[src/rtl/omega_pkg.sv]
package omega_pkg;

  // Line index after the perfect shuffle: rotate a lg-bit index left by one.
  function automatic int unsigned shuffle_line(int unsigned line, int unsigned lg);
    if (lg <= 1) return line;
    return ((line << 1) | (line >> (lg - 1))) & ((1 << lg) - 1);
  endfunction

  // Destination bit that steers a given stage, most significant first.
  function automatic int unsigned steer_bit(int unsigned stage, int unsigned lg);
    return lg - 1 - stage;
  endfunction

endpackage

[src/rtl/omega_cell.sv]
module omega_cell #(
  parameter int LOG_N   = 3,
  parameter int W       = 8,
  parameter int SEL_BIT = 2
) (
  input  logic                 clk,
  input  logic                 rst_n,
  input  logic [1:0]           in_v,
  input  logic [2*LOG_N-1:0]   in_dest,
  input  logic [2*W-1:0]       in_data,
  input  logic [2*LOG_N-1:0]   in_src,
  output logic [1:0]           out_v,
  output logic [2*LOG_N-1:0]   out_dest,
  output logic [2*W-1:0]       out_data,
  output logic [2*LOG_N-1:0]   out_src,
  output logic [1:0]           drop,
  output logic                 ev_conflict,
  output logic                 ev_win_lower
);

  logic [1:0] want;
  logic       ptr;

  assign want[0]      = in_dest[SEL_BIT];
  assign want[1]      = in_dest[LOG_N + SEL_BIT];
  assign ev_conflict  = in_v[0] & in_v[1] & (want[0] == want[1]);
  assign ev_win_lower = ptr;

  always_comb begin
    out_v    = '0;
    out_dest = '0;
    out_data = '0;
    out_src  = '0;
    drop     = '0;
    for (int i = 0; i < 2; i++) begin
      if (in_v[i]) begin
        if (ev_conflict && (i != int'(ptr))) begin
          drop[i] = 1'b1;
        end else begin
          out_v[want[i]]                      = 1'b1;
          out_dest[want[i]*LOG_N +: LOG_N]    = in_dest[i*LOG_N +: LOG_N];
          out_data[want[i]*W +: W]            = in_data[i*W +: W];
          out_src[want[i]*LOG_N +: LOG_N]     = in_src[i*LOG_N +: LOG_N];
        end
      end
    end
  end

  always_ff @(posedge clk or negedge rst_n) begin
    if (!rst_n)           ptr <= 1'b0;
    else if (ev_conflict) ptr <= ~ptr;
  end

endmodule

[src/rtl/omega_stage.sv]
module omega_stage #(
  parameter int LOG_N = 3,
  parameter int W     = 8,
  parameter int STAGE = 0
) (
  input  logic                   clk,
  input  logic                   rst_n,
  input  logic [(1<<LOG_N)-1:0]  d_v,
  input  logic [(1<<LOG_N)*LOG_N-1:0] d_dest,
  input  logic [(1<<LOG_N)*W-1:0]     d_data,
  input  logic [(1<<LOG_N)*LOG_N-1:0] d_src,
  output logic [(1<<LOG_N)-1:0]  q_v,
  output logic [(1<<LOG_N)*LOG_N-1:0] q_dest,
  output logic [(1<<LOG_N)*W-1:0]     q_data,
  output logic [(1<<LOG_N)*LOG_N-1:0] q_src,
  output logic [(1<<LOG_N)-1:0]  q_drop,
  output logic [(1<<LOG_N)/2-1:0] ev_conflict,
  output logic [(1<<LOG_N)/2-1:0] ev_win_lower
);

  localparam int N    = 1 << LOG_N;
  localparam int HALF = N / 2;
  localparam int SEL  = int'(omega_pkg::steer_bit(STAGE, LOG_N));

  logic [N-1:0]       sh_v;
  logic [N*LOG_N-1:0] sh_dest;
  logic [N*W-1:0]     sh_data;
  logic [N*LOG_N-1:0] sh_src;

  logic [N-1:0]       nx_v;
  logic [N*LOG_N-1:0] nx_dest;
  logic [N*W-1:0]     nx_data;
  logic [N*LOG_N-1:0] nx_src;
  logic [N-1:0]       side_drop;
  logic [N-1:0]       nx_drop;

  for (genvar j = 0; j < N; j++) begin : g_shuffle
    localparam int TO = int'(omega_pkg::shuffle_line(j, LOG_N));
    assign sh_v[TO]                      = d_v[j];
    assign sh_dest[TO*LOG_N +: LOG_N]    = d_dest[j*LOG_N +: LOG_N];
    assign sh_data[TO*W +: W]            = d_data[j*W +: W];
    assign sh_src[TO*LOG_N +: LOG_N]     = d_src[j*LOG_N +: LOG_N];
  end

  for (genvar e = 0; e < HALF; e++) begin : g_cell
    omega_cell #(.LOG_N(LOG_N), .W(W), .SEL_BIT(SEL)) u_cell (
      .clk          (clk),
      .rst_n        (rst_n),
      .in_v         (sh_v[2*e +: 2]),
      .in_dest      (sh_dest[2*e*LOG_N +: 2*LOG_N]),
      .in_data      (sh_data[2*e*W +: 2*W]),
      .in_src       (sh_src[2*e*LOG_N +: 2*LOG_N]),
      .out_v        (nx_v[2*e +: 2]),
      .out_dest     (nx_dest[2*e*LOG_N +: 2*LOG_N]),
      .out_data     (nx_data[2*e*W +: 2*W]),
      .out_src      (nx_src[2*e*LOG_N +: 2*LOG_N]),
      .drop         (side_drop[2*e +: 2]),
      .ev_conflict  (ev_conflict[e]),
      .ev_win_lower (ev_win_lower[e])
    );
  end

  // Translate a discard on a line into the source lane it came from.
  always_comb begin
    nx_drop = '0;
    for (int l = 0; l < N; l++) begin
      if (side_drop[l]) nx_drop[sh_src[l*LOG_N +: LOG_N]] = 1'b1;
    end
  end

  always_ff @(posedge clk or negedge rst_n) begin
    if (!rst_n) begin
      q_v    <= '0;
      q_dest <= '0;
      q_data <= '0;
      q_src  <= '0;
      q_drop <= '0;
    end else begin
      q_v    <= nx_v;
      q_dest <= nx_dest;
      q_data <= nx_data;
      q_src  <= nx_src;
      q_drop <= nx_drop;
    end
  end

endmodule

[src/rtl/omega_fabric.sv]
module omega_fabric #(
  parameter int LOG_N = 3,
  parameter int W     = 8
) (
  input  logic                          clk,
  input  logic                          rst_n,
  input  logic [(1<<LOG_N)-1:0]         in_valid,
  input  logic [(1<<LOG_N)*LOG_N-1:0]   in_dest,
  input  logic [(1<<LOG_N)*W-1:0]       in_data,
  output logic [(1<<LOG_N)-1:0]         out_valid,
  output logic [(1<<LOG_N)*LOG_N-1:0]   out_dest,
  output logic [(1<<LOG_N)*W-1:0]       out_data,
  output logic [LOG_N*(1<<LOG_N)-1:0]   drop_mask
);

  localparam int N    = 1 << LOG_N;
  localparam int HALF = N / 2;

  logic [N-1:0]       v_chain    [LOG_N+1];
  logic [N*LOG_N-1:0] dest_chain [LOG_N+1];
  logic [N*W-1:0]     data_chain [LOG_N+1];
  logic [N*LOG_N-1:0] src_chain  [LOG_N+1];

  // Observation wires for the bound checker.
  logic [LOG_N*N-1:0]    stg_valid_all;
  logic [LOG_N*HALF-1:0] conflict_all;
  logic [LOG_N*HALF-1:0] win_lower_all;

  assign v_chain[0]    = in_valid;
  assign dest_chain[0] = in_dest;
  assign data_chain[0] = in_data;

  for (genvar j = 0; j < N; j++) begin : g_src_tag
    assign src_chain[0][j*LOG_N +: LOG_N] = LOG_N'(j);
  end

  for (genvar s = 0; s < LOG_N; s++) begin : g_stage
    omega_stage #(.LOG_N(LOG_N), .W(W), .STAGE(s)) u_stage (
      .clk          (clk),
      .rst_n        (rst_n),
      .d_v          (v_chain[s]),
      .d_dest       (dest_chain[s]),
      .d_data       (data_chain[s]),
      .d_src        (src_chain[s]),
      .q_v          (v_chain[s+1]),
      .q_dest       (dest_chain[s+1]),
      .q_data       (data_chain[s+1]),
      .q_src        (src_chain[s+1]),
      .q_drop       (drop_mask[s*N +: N]),
      .ev_conflict  (conflict_all[s*HALF +: HALF]),
      .ev_win_lower (win_lower_all[s*HALF +: HALF])
    );
    assign stg_valid_all[s*N +: N] = v_chain[s+1];
  end

  assign out_valid = v_chain[LOG_N];
  assign out_dest  = dest_chain[LOG_N];
  assign out_data  = data_chain[LOG_N];

endmodule

[config.mk]
export PLATFORM = sky130hd
export DESIGN_NAME = omega_fabric
export DESIGN_NICKNAME = d
export VERILOG_FILES = /design/src/rtl/omega_pkg.sv /design/src/rtl/omega_cell.sv /design/src/rtl/omega_stage.sv /design/src/rtl/omega_fabric.sv
export SDC_FILE = /design/constraint.sdc
export NUM_CORES = 1
export LEC_CHECK = 0
export ABC_CLOCK_PERIOD_IN_PS = 5000
export BUFFER_PORTS_ARGS = -buffer_cell sky130_fd_sc_hd__buf_4
export CAP_MARGIN = 25
export CORE_ASPECT_RATIO = 1.1
export CORE_MARGIN = 5
export CORE_UTILIZATION = 40
export DETAILED_ROUTE_END_ITERATION = 8
export SYNTH_ARGS = -nofsm -noshare
export SYNTH_HDL_FRONTEND = slang
export SYNTH_SLANG_ARGS = --single-unit
[constraint.sdc]
create_clock -name clk -period 5 [get_ports clk]
set_clock_uncertainty 0.2 [all_clocks]
set_input_delay 1 -clock clk [delete_from_list [all_inputs] [get_ports clk]]
set_output_delay 1 -clock clk [all_outputs]
set_load 0.02 [all_outputs]
== After elaboration in Yosys (flattened, before gate mapping) ==
Cells that the tools add are included.

* Memory bits (read-only): 0
* Bits in latches: 0
* RAM bits: 0
* Register bits after elaboration: 372
* Input bits: 98
* Memories kept: 0

* Magnitude comparators: 80
* Mux-type cells: 360
* $mul: 24
* Reduce and logical (&&, ||, !) cells: 64
* Bitwise logic cells: 106
* Div/mod/pow operators: 0
* Eq/ne operators: 12
* Shift-type cells: 112
* $add $sub $neg: 48

{| class="wikitable"
|+ Operator list
! kind !! count
|-
| 3-bit by 34-bit variable part select with 6-bit output || 32
|-
| 3-bit negation with 34-bit output || 24
|-
| 4-bit negation with 34-bit output || 24
|-
| 3-bit by 34-bit variable shift with 6-bit output (first input constant) || 24
|-
| 8-bit by 34-bit variable shift with 16-bit output (first input constant) || 24
|-
| 8-bit by 34-bit variable part select with 16-bit output || 24
|-
| 16-bit 2-to-1 mux || 48
|-
| 6-bit 2-to-1 mux || 81
|-
| 3-bit by 34-bit variable part select with 6-bit output (first input constant) || 8
|-
| 16-bit AND || 12
|-
| 16-bit bitwise mux || 12
|-
| 8-bit 2-to-1 mux || 17
|-
| 6-bit AND || 20
|-
| 6-bit bitwise mux || 20
|-
| 8-bit bitwise OR || 14
|-
| 2-bit 2-to-1 mux || 49
|-
| 1-bit 2-to-1 mux || 89
|-
| 1-bit by 2-bit multiplier with 3-bit output (second input constant) || 24
|-
| 1-bit logical AND || 64
|-
| 3-bit by 4-bit less-than comparator with 1-bit output (second input constant) || 16
|-
| 1-bit demux with 3-bit select || 16
|-
| 3-bit by 1-bit >= comparator with 1-bit output (second input constant) || 16
|-
| 1-bit by 2-bit less-than comparator with 1-bit output (second input constant) || 24
|-
| 1-bit AND || 24
|-
| other kinds (9) || 100
|}

== Depth between registers and ports, before layout ==
Gate-level depths: netlist of the first run.

* Word-level depth: 20
* Mapped depth: 7

== By module ==
A second synthesis of the first run with hierarchy kept.

* Cells, all modules: 1462
* Area, all modules: 17319.1 um2

{| class="wikitable"
|+ By module, submodules not included
! module !! cells an instance !! sequential area each (um2) !! area each (um2) !! times used
|-
| omega_stage at g_stage[0].u_stage || 227 || 3203.1 || 3813.7 || 1
|-
| omega_stage at g_stage[2].u_stage || 221 || 3203.1 || 3779.9 || 1
|-
| omega_stage at g_stage[1].u_stage || 222 || 3203.1 || 3777.4 || 1
|-
| omega_cell at g_stage[0].u_stage.g_cell[0].u_cell ... || 67 || 25.0 || 500.5 || 4
|-
| omega_cell at g_stage[1].u_stage.g_cell[0].u_cell ... || 67 || 25.0 || 499.2 || 4
|-
| omega_cell at g_stage[2].u_stage.g_cell[0].u_cell ... || 63 || 25.0 || 494.2 || 3
|-
| omega_cell at g_stage[2].u_stage.g_cell[3].u_cell || 65 || 25.0 || 459.2 || 1
|-
| omega_fabric || 2 || 0.0 || 7.5 || 1
|}

== Worst setup path after synthesis of the first run ==
No wires, ideal clock.

* Kind: input port to flip-flop
* Start: in in_dest[14]
* End: reg g_stage[0].u_stage.q_data[10]
* Stages: 6
* Data required time: 4.679 ns
* Data arrival time: 1.983 ns
* Path buffers: 1
* Setup time: 0.121 ns
* Path slack: 2.696 ns
* Cells stage by stage: xnor2_1 > and3_1 > nor2b_1 > nor2_1 > clkbuf_1 > a22o_1

* Word-level cells in the longest chain between the ends: 8
* Elaborated cells between the ends (all ways): 12

{| class="wikitable"
|+ RTL lines
! item !! line !! text
|-
| start, declared || omega_fabric.sv:8 || <nowiki>input logic [(1<<LOG_N)*LOG_N-1:0] in_dest,</nowiki>
|-
| parallel branches: the longest is 7 deep, another holds 4-bit negation with 34-bit output || -- ||
|-
| 16-bit 2-to-1 mux (*) || omega_cell.sv:36 || <nowiki>if (in_v[i]) begin</nowiki>
|-
| named net g_stage[0].u_stage.g_cell[0].u_cell.out_data[10] || omega_cell.sv:14 || <nowiki>output logic [2*W-1:0] out_data,</nowiki>
|-
| end signal, assigned || omega_stage.sv:81 || <nowiki>q_data <= nx_data;</nowiki>
|-
| end, declared || omega_stage.sv:14 || <nowiki>output logic [(1<<LOG_N)*W-1:0] q_data,</nowiki>
|}

Mark *: on every way through the listed nets, which the timed path passes.
A chain may end at the register's enable or synchronous reset.

== Worst setup path in the final report of the first run ==
* Start: reg g_stage[1].u_stage.q_drop[3]
* End: out drop_mask[11]

{| class="wikitable"
|+ RTL lines
! item !! line !! text
|-
| start, declared || omega_stage.sv:16 || <nowiki>output logic [(1<<LOG_N)-1:0] q_drop,</nowiki>
|-
| start signal, assigned || omega_stage.sv:83 || <nowiki>q_drop <= nx_drop;</nowiki>
|-
| end, declared || omega_fabric.sv:13 || <nowiki>output logic [LOG_N*(1<<LOG_N)-1:0] drop_mask</nowiki>
|}

No word-level cell between the ends.

==> results.yml, run 1 <==
route:
  wl_um: 35000
  drt_iter0_drc: 554
  drc: 0
  dr_total_vias: 8727
  routed_via_density: 5.25
  drt_first_pass_iters: 5
  antenna_left: 0
  wl_per_cell_um: 21.1
floorplanning:
  die_y_um: 201
  start_util: 0.408
  coreArea_um2: 32500
  num_rows: 69
  num_io_pins: 218
  die_w_um: 183
  die_area_um2: 36800
grt:
  overflow: 0
  grt_util_met1: 0.241
  grt_util_met3: 0.0404
  met2_usage: 0.315
  grt_max_degree: 123
  first_global_vias: 9106
  grt_busiest_layer: "met2"
  antenna_found_initial: 0
  grt_pass1_wl_um: 53700
  grt_usage: 0.189
clock_network:
  cts_root_buf: "clkbuf_16"
  clkLatencyLatePin_ns: 0.51
  clkTransAtPathRegs_ns: 0.06
  ctsLongestPathBuffers: 3
  post_cts_resized: 0
  post_cts_buffers: 0
  ctsHoldBuffers: 0
  cts.htree.levels: 2
  cts_tree: "yes"
  clock_sinks: 328
  cts_buffers: 34
yosys:
  syn-instance-count: 1073
  ys_ff_latch: 328
  yosysUniqueCellTypes: 48
  ys_warn_count: 0
  syn_avg_cell_area_um2: 12.3
  synth-seq-area-share: 0.620
  syn_area_um2: 13200
  synth_ff_type: "dfrtp_1"
  synth-edff-count: 0
  async_flop_share: 1.00
worst_setup_path:
  regToRegStartpoint: "g_stage[0].u_stage.q_dest[4]"
  reg2reg_slack_ns: 2.74
  critPathKind: "register to output port"
  cp_num_buf_inv: 1
  crit_arrival_ns: 1.07
  crit_path_end: "drop_mask[11]"
  crit_required_ns: 3.80
  cp_slowest_cell: "dfrtp_1"
  crit_path_max_fanout: 1
  path_delay_family: "flip-flops"
  critPathCaptureType: "output port"
  path_depth: 1
  reg2reg_depth: 5
  worstPathCellList: "buf_4"
  cp-start-kind: "register"
  slowest_delay_ns: 0.40
  rr_endpoint: "g_stage[1].u_stage.q_data[19]"
  critPathLaunch: "g_stage[1].u_stage.q_drop[3]"
sta:
  slew_violations: 0
  period_share: 0.454
  hold_slack_ns: 0.289
  fin_crit_ns: 2.27
  tightest_slew_ns: 0.991
  setup_viol: 0
  rsz0062_at_grt: "false"
  max-slew-margin-rel: 0.339
  setup_tns_ns: 0
  finalHoldViolCount: 0
  timing.fmax_mhz: 441
run:
  cap_violations: 0
power:
  vdd_drop_max_v: 0.000235
  power_density_nw_per_um2: 427
  leakagePower_nw: 7.82
finish:
  nets: 1308
  antenna_cells: 0
  synthToLayoutAreaGrowth_pct: 20.0
  fillers: 2981
  drive_gt1_frac: 0.253
placement:
  gp_congestion: 0.918
  io_buffers: 213
  hpwl_um: 27200
status:
  status: "complete, no violations"
worst_hold_path:
  hp-class: "register to register"
  min_path_cells: 1
  hold_path_startpoint: "g_stage[0].u_stage.g_cell[3].u_cell.ev_win_lower"
[logic make-up (layout without fill, tap and decap cells)]
kind of cell / count (synthesis) / count (layout) / synth area share
AO/OA/AOI/OAI: 243 / 243 / 0.151
XOR/XNOR: 24 / 24 / 0.0159
buffers and inverters: 165 / 314 / 0.0738
flip-flops: 328 / 328 / 0.620
multiplexers: 47 / 47 / 0.0355
other: 1 / 14 / 0.000283
AND/OR/NAND/NOR: 265 / 265 / 0.104
[how the worst min path moves through the flow]
stage | to | slack, ns
after floorplan | g_stage[1].u_stage.q_dest[12] | 0.25
after global placement | g_stage[0].u_stage.g_cell[2].u_cell.ev_win_lower | 0.27
after detailed placement | g_stage[1].u_stage.g_cell[1].u_cell.ev_win_lower | 0.28
after CTS | g_stage[2].u_stage.q_data[29] | 0.29
after global routing | g_stage[1].u_stage.g_cell[1].u_cell.ev_win_lower | 0.30
final | g_stage[0].u_stage.g_cell[3].u_cell.ev_win_lower | 0.29
[sequential cells by signal, indices dropped and copies added (netlist names)]
register and count:
g_stage.u_stage.q_dest 49, g_stage.u_stage.q_drop 24, g_stage.u_stage.q_v 21, g_stage.u_stage.q_src 30
g_stage.u_stage.g_cell.u_cell.ev_win_lower 12, g_stage.u_stage.q_data 192
[stage by stage]
stage	setup slack, ns	cells	utilization	total power [mW]	area [um2]
3_5_place_dp	2.25	1596	0.452	4.18	14700
2_1_floorplan	2.70	1086	-	3.77	13300
5_1_grt	2.62	1661	0.490	7.07	15900
3_3_place_gp	2.26	1595	0.451	4.17	14700
4_1_cts	2.72	1657	0.489	6.84	15900
6_report	2.73	1661	0.490	6.78	15900
[cell usage after synthesis (all sizes together), types with 2 or more instances]
master,count,area [um2]
o32ai,2,17.5
xor2,7,61.3
a31oi,12,75.1
a21oi,13,65.1
nand4,9,56.3
dfrtp,328,8210
nand2b,16,100
nor2b,16,100
buf,103,744
and4b,2,20.0
nor2,82,333
mux2i,47,470
nand3b,4,30.0
and3,14,92.6
or2,14,87.6
a22oi,2,15.0
a32o,2,20.0
a311oi,2,17.5
nand3,18,90.1
o21ai,7,35.0
or4,2,15.0
o22ai,10,62.6
xnor2,17,149
nor3,16,80.1
nor4,10,62.6
o211a,2,20.0
nor3b,9,67.6
and2,6,40.0
o31a,3,26.3
clkbuf,39,146
inv,23,86.3
a22o,184,1610
nand2,43,161
[per-layer routing]
layer / part of all wire / vias to the layer above
li1: - / 4012
met1: 0.41 / 4413
met2: 0.50 / 242
met3: 0.057 / 60
met4: 0.038 / 0
met5: 0 / -
[cells in the final DEF, fill, tap and decap left out, drive strengths merged, types with 3 or more instances in the layout]
cell type	instances
a31oi	12
clkbuf	51
o21ai	7
buf	230
nand2	43
xnor2	17
bufinv	3
nor4	10
o31a	3
xor2	7
nand2b	16
o22ai	10
nor2	82
inv	24
nand3	18
a21oi	13
nor2b	16
nor3b	9
or2	14
dfrtp	328
a22o	184
nand3b	4
and2	6
nand4	9
conb	14
nor3	16
and3	14
mux2i	47
clkinv	4
[layout make-up]
type	count	area, um2	share of cell area
sequential	328	8210	0.516
inverter	23	86.3	0.00543
timing repair buffer	230	1760	0.111
multi-input combinational	593	4110	0.258
clock inverter	10	134	0.00842
tap	426	533	0.0335
clock buffer	51	1070	0.0672
[power breakdown]
group | switching [mW] | leakage (nW) | internal, mW
sequential | 0.232 | 4.35 | 2.91
combinational | 0.577 | 2.88 | 0.413
clock | 1.01 | 0.589 | 1.64
No activity file was read; power rests on OpenSTA's default activity.
==> inputs of run 2 (changes only) <==
--- a/config.mk
+++ b/config.mk
@@ -5,7 +5,7 @@
 export SDC_FILE = /design/constraint.sdc
 export NUM_CORES = 1
 export LEC_CHECK = 0
-export ABC_CLOCK_PERIOD_IN_PS = 5000
+export ABC_CLOCK_PERIOD_IN_PS = 2000
 export BUFFER_PORTS_ARGS = -buffer_cell sky130_fd_sc_hd__buf_4
 export CAP_MARGIN = 25
 export CORE_ASPECT_RATIO = 1.1
==> constraint.sdc (replaced) <==
create_clock -name clk -period 2 [get_ports clk]
set_clock_uncertainty 0.2 [all_clocks]
set_input_delay 0.4 -clock clk [delete_from_list [all_inputs] [get_ports clk]]
set_output_delay 0.4 -clock clk [all_outputs]
set_load 0.02 [all_outputs]
==> results.yml, run 2 (synthesis results as in run 1) <==
status:
  status: "complete, no violations"
worst_setup_path:
  path_delay_family: "simple AND/OR/NAND/NOR gates"
  critPathKind: "register to register"
  path_depth: 5
  worstPathCellList: "xnor2_2, and3_4, and2_4, a22o_1, or4_1"
  critPathLaunch: "g_stage[1].u_stage.q_dest[6]"
  regToRegStartpoint: "g_stage[1].u_stage.q_dest[6]"
  cp_slowest_cell: "or4_1"
  critPathCaptureType: "register"
  slowest_delay_ns: 0.52
  crit_path_max_fanout: 4
  cp-start-kind: "register"
  cp_num_buf_inv: 0
  crit_required_ns: 2.17
  crit_arrival_ns: 2.13
  reg2reg_depth: 5
grt:
  grt_usage: 0.200
  first_global_vias: 10100
  overflow: 0
  grt_pass1_wl_um: 57400
  grt_max_degree: 64
  antenna_found_initial: 0
placement:
  gp_congestion: 0.894
  dpl.cell_count: 1627
  hpwl_um: 28000
  io_buffers: 213
power:
  leakagePower_nw: 8.36
  combPwrFrac: 0.165
  swShare: 0.275
  seq_power_share: 0.461
  power_density_nw_per_um2: 994
  p_total_mw: 17.0
  p_sw_mw: 4.68
  pwr-share-clk: 0.374
  p_int_mw: 12.3
  vdd_drop_max_v: 0.000511
sta:
  hold_slack_ns: 0.0289
  max-slew-margin-rel: 0.405
  slew_violations: 0
  period_share: 0.978
  finalHoldViolCount: 0
  rsz0062_at_grt: "true"
  timing.fmax_mhz: 511
  tightest_slew_ns: 0.889
  setup_viol: 0
  fin_crit_ns: 1.96
run:
  cap_violations: 0
clock_network:
  clkLatencyLatePin_ns: 0.51
  cts_tree: "yes"
  cts.htree.levels: 2
  clkTransAtPathRegs_ns: 0.06
  clock_sinks: 328
  ctsLongestPathBuffers: 3
  cts_root_buf: "clkbuf_16"
  cts_buffers: 34
finish:
  fin_util: 0.528
  fillers: 2838
  layout_commonest_cell: "dfrtp_1"
  layout_common_cells: "dfrtp_1, buf_4, a22o_1"
  top_register: "g_stage.u_stage.q_data"
  drive_gt1_frac: 0.265
  multi_input_area_um2: 4160
  nets: 1433
  fin_cells: 1786
  synthToLayoutAreaGrowth_pct: 29.4
  top_regs: "g_stage.u_stage.q_data (192), g_stage.u_stage.q_dest (49), g_stage.u_stage.q_src (30)"
  largest_register_ffs: 192
  antenna_cells: 0
  seq_area_um2: 8210
route:
  drc: 0
  drt_first_pass_iters: 6
  wl_per_cell_um: 20.8
  wl_um: 37100
  antenna_left: 0
  dr_total_vias: 9274
  routed_via_density: 5.19
  drt_iter0_drc: 530
floorplanning:
  start_util: 0.408
  die_area_um2: 36800
  coreArea_um2: 32500
  num_rows: 69
  die_y_um: 201
  die_w_um: 183
  num_io_pins: 218
worst_hold_path:
  min_path_cells: 3
  hold_path_startpoint: "in_dest[11]"
  hp-class: "primary input to register"
run 2: cell count changes in the layout (fill, tap and decap cells not counted), sizes merged:
cell / before / now
clkinvlp: 2 / 3
buf: 230 / 261
clkbuf: 51 / 45
dlygate4sd3: 0 / 94
clkinv: 4 / 9
run 2: worst paths after layout:
kind	end	slack [ns]
max	g_stage[2].u_stage.q_drop[6]	0.04
min	g_stage[0].u_stage.q_v[7]	0.03
max reg2reg	g_stage[2].u_stage.q_drop[6]	0.04
min reg2reg	g_stage[2].u_stage.q_data[51]	0.29
max in group asynchronous	g_stage[2].u_stage.q_v[4]	0.72
min in group asynchronous	g_stage[2].u_stage.q_data[23]	0.19
run 2: stage by stage:
stage / area [um2] / setup slack, ns / TNS (ns)
floorplan: 13300 / 0.0458 / 0
global placement: 15000 / -0.119 / -3.68
detailed placement: 15000 / -0.149 / -5.67
CTS: 17000 / 0.0114 / 0
global route: 17100 / -0.00576 / -0.00576
finish: 17100 / 0.0433 / 0
run 2: metal layers:
metal | part of all wire | track usage | wire length, um
met5 | 0 | 0 | 0
met4 | 0.035 | 0.0737 | 1320
met3 | 0.045 | 0.0346 | 1660
met2 | 0.52 | 0.350 | 19200
met1 | 0.40 | 0.248 | 14900
run 2: layout make-up:
class | count | area share
sequential | 328 | 0.479
clock buffer | 45 | 0.0562
clock inverter | 16 | 0.00993
timing repair buffer | 355 | 0.176
inverter | 23 | 0.00504
multi-input combinational | 593 | 0.243
tap | 426 | 0.0311
run 2: timing repair:
action	4_1_cts	5_1_grt
pin swaps	0	1
resized for setup	2	15
hold buffers	94	0
setup endpoints to repair	6	90
hold endpoints to repair	144	0
buffers inserted	0	3
run 2: power by group through the flow:
stage	combinational, mW	sequential [mW]	clock, mW
floorplan	1.63	7.79	0
global placement	2.61	7.96	0
detailed placement	2.64	7.96	0
CTS	2.80	7.85	6.51
global route	3.04	7.94	6.73
finish	2.81	7.85	6.36
run 2: worst reg2reg max path, cell delays in order (launching register included):
cell     delay (ns)
dfrtp_1        0.41
xnor2_2        0.16
and3_4         0.20
and2_4         0.16
a22o_1         0.17
or4_1          0.52
